$ cat src/rtl/adc_seq_pkg.sv
package adc_seq_pkg;
  typedef enum logic [1:0] {ST_IDLE, ST_SAMP, ST_CONV, ST_PRE} seq_state_e;

  localparam int unsigned CODE_W    = 3;
  localparam int unsigned MAX_CODE_T = 1281;

  // half-cycle ticks per code
  function automatic logic [10:0] code_ticks(input logic [CODE_W-1:0] code);
    case (code)
      3'd0:    return 11'd5;
      3'd1:    return 11'd13;
      3'd2:    return 11'd25;
      3'd3:    return 11'd49;
      3'd4:    return 11'd95;
      3'd5:    return 11'd185;
      3'd6:    return 11'd495;
      default: return 11'd1281;
    endcase
  endfunction
endpackage

$ cat src/rtl/adc_smp_sel.sv
module adc_smp_sel
  import adc_seq_pkg::*;
#(
  parameter int unsigned N_CH  = 4,
  parameter int unsigned CH_W  = 2,
  parameter int unsigned CNT_W = 12
) (
  input  logic [CODE_W*N_CH-1:0] smp_code_i,
  input  logic [CH_W-1:0]        chan_i,
  output logic [CNT_W-1:0]       ticks_o
);
  logic [CODE_W-1:0] code_arr [N_CH];

  for (genvar k = 0; k < N_CH; k++) begin : g_unpack
    assign code_arr[k] = smp_code_i[k*CODE_W +: CODE_W];
  end

  always_comb begin
    ticks_o = CNT_W'(code_ticks('0));
    for (int k = 0; k < N_CH; k++) begin
      if (int'(chan_i) == k) ticks_o = CNT_W'(code_ticks(code_arr[k]));
    end
  end
endmodule

$ cat src/rtl/adc_phase_ctrl.sv
module adc_phase_ctrl
  import adc_seq_pkg::*;
#(
  parameter int unsigned CNT_W       = 12,
  parameter int unsigned CONV_TICKS  = 25,
  parameter int unsigned PRESAMP_MAX = 2048
) (
  input  logic             clk_i,
  input  logic             rst_ni,
  input  logic             en_i,
  input  logic             trig_i,
  input  logic             injected_i,
  input  logic             pre_eff_i,
  input  logic [CNT_W-1:0] samp_ticks_i,
  output seq_state_e       state_o,
  output logic             samp_done_o,
  output logic             conv_done_o,
  output logic             accept_o,
  output logic             cap_o
);
  localparam logic [CNT_W-1:0] CONV_LAST = CNT_W'(CONV_TICKS - 1);
  localparam logic [CNT_W-1:0] PRE_LAST  = CNT_W'(PRESAMP_MAX - 1);
  localparam logic [CNT_W-1:0] ONE       = CNT_W'(1);

  seq_state_e       st_q, st_d;
  logic [CNT_W-1:0] cnt_q, cnt_d;
  logic             inj_q, inj_d;
  logic             sd_d, cd_d;
  logic             start_code;

  // code-timed start: from idle, or from a presample that is no longer allowed
  assign start_code = trig_i && ((st_q == ST_IDLE) || (st_q == ST_PRE && !pre_eff_i));

  always_comb begin
    st_d     = st_q;
    cnt_d    = cnt_q;
    inj_d    = inj_q;
    sd_d     = 1'b0;
    cd_d     = 1'b0;
    cap_o    = 1'b0;
    accept_o = 1'b0;
    unique case (st_q)
      ST_IDLE: ;
      ST_SAMP: begin
        if (cnt_q == '0) begin
          st_d  = ST_CONV;
          cnt_d = CONV_LAST;
          sd_d  = ~inj_q;
        end else begin
          cnt_d = cnt_q - ONE;
        end
      end
      ST_CONV: begin
        if (cnt_q == '0) begin
          cd_d  = 1'b1;
          cnt_d = '0;
          st_d  = pre_eff_i ? ST_PRE : ST_IDLE;
        end else begin
          cnt_d = cnt_q - ONE;
        end
      end
      ST_PRE: begin
        if (!pre_eff_i) begin
          st_d = ST_IDLE;
        end else if (trig_i) begin
          accept_o = 1'b1;
          inj_d    = injected_i;
          st_d     = ST_CONV;
          cnt_d    = CONV_LAST;
          sd_d     = ~injected_i;
        end else if (cnt_q == PRE_LAST) begin
          cap_o = 1'b1;
          st_d  = ST_IDLE;
        end else begin
          cnt_d = cnt_q + ONE;
        end
      end
    endcase
    if (start_code) begin
      accept_o = 1'b1;
      inj_d    = injected_i;
      st_d     = ST_SAMP;
      cnt_d    = samp_ticks_i - ONE;
    end
    if (!en_i) begin
      st_d     = ST_IDLE;
      cnt_d    = '0;
      sd_d     = 1'b0;
      cd_d     = 1'b0;
      cap_o    = 1'b0;
      accept_o = 1'b0;
    end
  end

  always_ff @(posedge clk_i or negedge rst_ni) begin
    if (!rst_ni) begin
      st_q        <= ST_IDLE;
      cnt_q       <= '0;
      inj_q       <= 1'b0;
      samp_done_o <= 1'b0;
      conv_done_o <= 1'b0;
    end else begin
      st_q        <= st_d;
      cnt_q       <= cnt_d;
      inj_q       <= inj_d;
      samp_done_o <= sd_d;
      conv_done_o <= cd_d;
    end
  end

  assign state_o = st_q;


  pre_trig_chk: assert property (@(posedge clk_i) disable iff (!rst_ni)
    en_i && st_q == ST_PRE && pre_eff_i && trig_i |=> st_q == ST_CONV);
endmodule

$ cat src/rtl/adc_seq_flags.sv
module adc_seq_flags (
  input  logic clk_i,
  input  logic rst_ni,
  input  logic en_i,
  input  logic trig_i,
  input  logic in_phase_i,
  input  logic ovr_clr_i,
  input  logic cap_i,
  input  logic accept_i,
  output logic overrun_o,
  output logic presamp_tmo_o
);
  always_ff @(posedge clk_i or negedge rst_ni) begin
    if (!rst_ni) begin
      overrun_o     <= 1'b0;
      presamp_tmo_o <= 1'b0;
    end else begin
      if (en_i && trig_i && in_phase_i) overrun_o <= 1'b1;
      else if (ovr_clr_i)               overrun_o <= 1'b0;

      if (!en_i || accept_i) presamp_tmo_o <= 1'b0;
      else if (cap_i)        presamp_tmo_o <= 1'b1;
    end
  end


  overrun_set_chk: assert property (@(posedge clk_i) disable iff (!rst_ni)
    en_i && trig_i && in_phase_i |=> overrun_o);

  overrun_hold_chk: assert property (@(posedge clk_i) disable iff (!rst_ni)
    !trig_i && !ovr_clr_i |=> $stable(overrun_o));
endmodule

$ cat src/rtl/adc_phase_seq.sv
module adc_phase_seq
  import adc_seq_pkg::*;
#(
  parameter int unsigned N_CH        = 4,
  parameter int unsigned CONV_TICKS  = 25,
  parameter int unsigned PRESAMP_MAX = 2048,
  localparam int unsigned CH_W  = (N_CH > 1) ? $clog2(N_CH) : 1,
  localparam int unsigned MAX_A = (CONV_TICKS > MAX_CODE_T) ? CONV_TICKS : MAX_CODE_T,
  localparam int unsigned MAX_T = (PRESAMP_MAX > MAX_A) ? PRESAMP_MAX : MAX_A,
  localparam int unsigned CNT_W = $clog2(MAX_T + 1)
) (
  input  logic                   clk_i,
  input  logic                   rst_ni,
  input  logic                   en_i,
  input  logic                   cont_mode_i,
  input  logic                   presamp_i,
  input  logic                   trig_samp_mode_i,
  input  logic                   injected_i,
  input  logic [CH_W-1:0]        chan_i,
  input  logic [CODE_W*N_CH-1:0] smp_code_i,
  input  logic                   trig_i,
  input  logic                   ovr_clr_i,
  output logic                   samp_o,
  output logic                   busy_o,
  output logic                   samp_done_o,
  output logic                   conv_done_o,
  output logic                   overrun_o,
  output logic                   presamp_tmo_o,
  output logic                   cfg_err_o
);
  seq_state_e       state;
  logic [CNT_W-1:0] samp_ticks;
  logic             pre_eff, accept, cap;

  assign cfg_err_o = presamp_i && (cont_mode_i || trig_samp_mode_i || injected_i);
  assign pre_eff   = presamp_i && !cfg_err_o;

  adc_smp_sel #(.N_CH(N_CH), .CH_W(CH_W), .CNT_W(CNT_W)) u_sel (
    .smp_code_i (smp_code_i),
    .chan_i     (chan_i),
    .ticks_o    (samp_ticks)
  );

  adc_phase_ctrl #(.CNT_W(CNT_W), .CONV_TICKS(CONV_TICKS), .PRESAMP_MAX(PRESAMP_MAX)) u_ctrl (
    .clk_i        (clk_i),
    .rst_ni       (rst_ni),
    .en_i         (en_i),
    .trig_i       (trig_i),
    .injected_i   (injected_i),
    .pre_eff_i    (pre_eff),
    .samp_ticks_i (samp_ticks),
    .state_o      (state),
    .samp_done_o  (samp_done_o),
    .conv_done_o  (conv_done_o),
    .accept_o     (accept),
    .cap_o        (cap)
  );

  assign samp_o = (state == ST_SAMP) || (state == ST_PRE);
  assign busy_o = (state == ST_CONV);

  adc_seq_flags u_flags (
    .clk_i         (clk_i),
    .rst_ni        (rst_ni),
    .en_i          (en_i),
    .trig_i        (trig_i),
    .in_phase_i    ((state == ST_SAMP) || (state == ST_CONV)),
    .ovr_clr_i     (ovr_clr_i),
    .cap_i         (cap),
    .accept_i      (accept),
    .overrun_o     (overrun_o),
    .presamp_tmo_o (presamp_tmo_o)
  );


  samp_done_chk: assert property (@(posedge clk_i) disable iff (!rst_ni)
    samp_done_o |-> busy_o && $past(samp_o));

  conv_done_chk: assert property (@(posedge clk_i) disable iff (!rst_ni)
    conv_done_o |-> $past(busy_o) && !busy_o);

  conv_end_chk: assert property (@(posedge clk_i) disable iff (!rst_ni)
    $fell(busy_o) && $past(en_i) |-> conv_done_o);

  disable_chk: assert property (@(posedge clk_i) disable iff (!rst_ni)
    !en_i |=> !samp_o && !busy_o && !conv_done_o);

  tmo_rise_chk: assert property (@(posedge clk_i) disable iff (!rst_ni)
    $rose(presamp_tmo_o) |-> $fell(samp_o));
endmodule

$ cat config.mk
export PLATFORM = sky130hd
export DESIGN_NAME = adc_phase_seq
export DESIGN_NICKNAME = d
export VERILOG_FILES = /design/src/rtl/adc_seq_pkg.sv /design/src/rtl/adc_smp_sel.sv /design/src/rtl/adc_phase_ctrl.sv /design/src/rtl/adc_seq_flags.sv /design/src/rtl/adc_phase_seq.sv
export SDC_FILE = /design/constraint.sdc
export NUM_CORES = 1
export LEC_CHECK = 0
export ABC_AREA = 1
export BUFFER_PORTS_ARGS = -buffer_cell sky130_fd_sc_hd__buf_4
export CELL_PAD_IN_SITES_DETAIL_PLACEMENT = 2
export CELL_PAD_IN_SITES_GLOBAL_PLACEMENT = 2
export CORE_MARGIN = 2
export CORE_UTILIZATION = 28
export CTS_BUF_LIST = sky130_fd_sc_hd__clkbuf_4 sky130_fd_sc_hd__clkbuf_8
export CTS_CLUSTER_SIZE = 14
export DETAILED_ROUTE_END_ITERATION = 10
export GPL_TIMING_DRIVEN = 0
export PLACE_DENSITY_LB_ADDON = 0.1
export SYNTH_ARGS = -nofsm -noshare
export SYNTH_HDL_FRONTEND = slang
export SYNTH_HIERARCHICAL = 1
export SYNTH_SLANG_ARGS = --single-unit
$ cat constraint.sdc
create_clock -name clk_i -period 1.7 [get_ports clk_i]
set_clock_uncertainty 0.15 [all_clocks]
set_input_delay 0.085 -clock clk_i [delete_from_list [all_inputs] [get_ports clk_i]]
set_output_delay 0.085 -clock clk_i [all_outputs]
set_load 0.02 [all_outputs]
==> results.tsv <==
metric	value	unit
Final #Nets	561	
end of the worst register-to-register path	u_ctrl/cnt_q[5]	
leakage	0.00199	uW
total grt overflow	0	
VDD IR max	0.399	mV
min Tclk post-route	2000	ps
# rows	34	
core footprint	8760	um2
library cells used by synthesis	34	
Clock Sinks	19	
wire per inst	23.3	um
Power Total	6210	uW
CP Class	flip-flop to flip-flop	
Fillers	1078	
Core Util, Final	43.8	%
pin count of the biggest net entering global routing	20	
sequential share of the synthesized area	18.7	%
reg-to-reg startpoint	u_ctrl/state_o[0]	
Post-Route WL	14900	um
Starting DRT DRC Count	123	
Worst setup SP type	flip-flop	
Routed Antenna Nets	0	
max_cap viols	0	
hold endpoint	u_ctrl/samp_done_o	
Reg2Reg Setup Slack	-300	ps
ant diodes	0	
TritonCTS clock tree	done	
crit share post-route	118	%
failing checks	negative setup slack	
clk buf depth	2	
Worst EP required	1770	ps
pre-CTS setup slack	-285	ps
hold depth	3	
Hold Path Class	input port to flip-flop	
CP arrival	2070	ps
Worst Setup End Kind	flip-flop	
Final HPWL DP	7670	um
Final GP Congestion	0.813	
via count	3422	
Initial Utilization	29.1	%
syn_area_per_cell	5.69	um2
vias in the first global route	3458	
Die H	99.4	um
maximum clock rate	500	MHz
Synth warnings	6	
Max Slew Vio Count	0	
H-tree depth reported by CTS	1	
Cell Area, Synth	2550	um2
Reg2Reg Depth	8	
Ports	30	
antenna violations before repair	0	
Post-Synthesis Cells	448	
worst skew pair latency	280	ps
clk root buf	clkbuf_8	
#FFs+latches synth	19	
RSZ-0062 raised after global routing	yes	
Initial DRT Pass Iterations	4	
layout cells sized above 1	37.4	%
DRC	0	
first-pass GRT wire length	18000	um
DR vias/cell	5.36	
worst hold start	injected_i	
hold violation count in the final report	0	
Die ar.	9880	um2
TritonCTS Buffers	3	
clock slew at reported path FFs	100	ps
Worst Path Max Fanout	10	
slack of the critical path	-301	ps
GRT Util Overall	22.9	%
setup violators final	17	
P&R area growth vs syn	50.7	%
status	finished with violations	
IO Port Bufs	29	
Power per Cell Area	1620	nW/um2
Die X	99.4	um
Crit. Startpoint	u_ctrl/state_o[0]	
## layout by cell type (no fill, tap or decap), types with 6 or more instances in the layout
| cell type | instances |
|---|---|
| nand2_1 | 127 |
| nand4_1 | 10 |
| nor2_1 | 47 |
| buf_4 | 68 |
| dfrtp_2 | 7 |
| nand2_2 | 15 |
| nand2_4 | 6 |
| nor2_4 | 14 |
| nor2_2 | 7 |
| a21oi_1 | 11 |
| nand3_1 | 33 |
| nand3_4 | 6 |
| o21ai_0 | 9 |
| inv_1 | 52 |
| buf_6 | 12 |
| inv_2 | 10 |
| nand3_2 | 20 |
| dfrtp_1 | 12 |
| xor2_1 | 6 |
## power by group
part	switching (uW)	internal (uW)	leakage, uW	total, uW
combinational	3030	1890	0.00173	4920
sequential	283	636	0.000241	919
clock	207	167	0.0000217	374
total	3520	2690	0.00199	6210
## worst max-delay path by stage
stage                     cells after the start              end
after global routing                         11  u_ctrl/cnt_q[9]
after CTS                                    11  u_ctrl/cnt_q[9]
after floorplan                              11  u_ctrl/cnt_q[8]
after detailed placement                      9  u_ctrl/cnt_q[2]
after global placement                        9  u_ctrl/cnt_q[2]
final                                         8  u_ctrl/cnt_q[5]
## synth_stat cells
cell type	instances	area, um2
conb_1	2	7.51
a21oi_1	13	65.1
o211ai_1	1	7.51
buf_4	5	37.5
nor3_1	6	30.0
nand2_2	3	18.8
o21ai_1	5	25.0
and3_1	1	6.26
nand3_2	7	70.1
ha_1	7	87.6
or2_1	1	6.26
nand2_1	144	541
o2111ai_1	1	8.76
nand4_1	10	62.6
nor2_2	10	62.6
nor2_4	3	33.8
nor2_1	55	206
o21ai_2	1	8.76
dfrtp_1	19	475
buf_6	6	67.6
inv_2	6	22.5
buf_2	2	10.0
xnor2_1	1	8.76
nor3b_1	1	7.51
inv_1	58	218
nor4_1	1	6.26
nor3_2	1	10.0
o32ai_1	1	8.76
nand3_1	52	260
nand2_4	1	11.3
o21ai_0	13	65.1
or2_2	2	12.5
a21oi_2	2	17.5
xor2_1	7	61.3
## area by class of cell
type | instances | area, um2 | area share [%]
inverter | 64 | 248 | 6.45
buffer | 13 | 140 | 3.65
timing repair buffer | 77 | 656 | 17.1
clock buffer | 3 | 41.3 | 1.08
tap | 108 | 135 | 3.52
clock inverter | 1 | 7.51 | 0.196
sequential | 19 | 484 | 12.6
multi-input combinational | 353 | 2130 | 55.4
## critical path: stages, from the launching register on
cell and delay, ps:
dfrtp_2 480, nand2_4 150, nor2_4 60, o21ai_4 300
buf_6 240, a21oi_1 80, o21ai_1 240, nand3_2 120
nand2_1 100
## sequential cells by signal, summed over array words and instances (netlist names)
register and cells:
u_flags/overrun_o 1, u_ctrl/samp_done_o 1, u_ctrl/state_o 2, u_ctrl/inj_q 1, u_ctrl/cnt_q 12, u_flags/presamp_tmo_o 1, u_ctrl/conv_done_o 1
## routing by layer
metal,up-vias,part of all wire (%),global-route usage [%]
li1,1568,-,-
met1,1696,40,27.9
met2,106,52,43.0
met3,52,3.8,1.62
met4,0,4.3,6.32
met5,-,0,0
## logic make-up after synthesis
group | Yosys count | share of synthesized area, %
xor+xnor | 8 | 2.75
buf+inv | 77 | 13.9
compound gates | 37 | 8.10
fa+ha+maj | 7 | 3.44
other cells | 2 | 0.295
flops | 19 | 18.7
simple gates | 298 | 52.8
## stage by stage
step	hold WS, ps	cells	TNS [ps]	area [um2]
2_1_floorplan	-361	449	0	2550
3_3_place_gp	-168	586	-2660	2900
3_5_place_dp	-166	586	-3250	2900
4_1_cts	4.16	615	-713	3320
5_1_grt	55.5	638	-3520	3840
6_report	49.7	638	-2980	3840
## repair_timing
action,CTS,global route
hold endpoints to repair,22,0
setup buffers,20,22
pin swaps,9,30
resized for setup,33,91
hold buffers,5,0
cloned,0,1
endpoints found under the setup margin,16,17
Note: power is estimated with default switching activity, not from simulation.
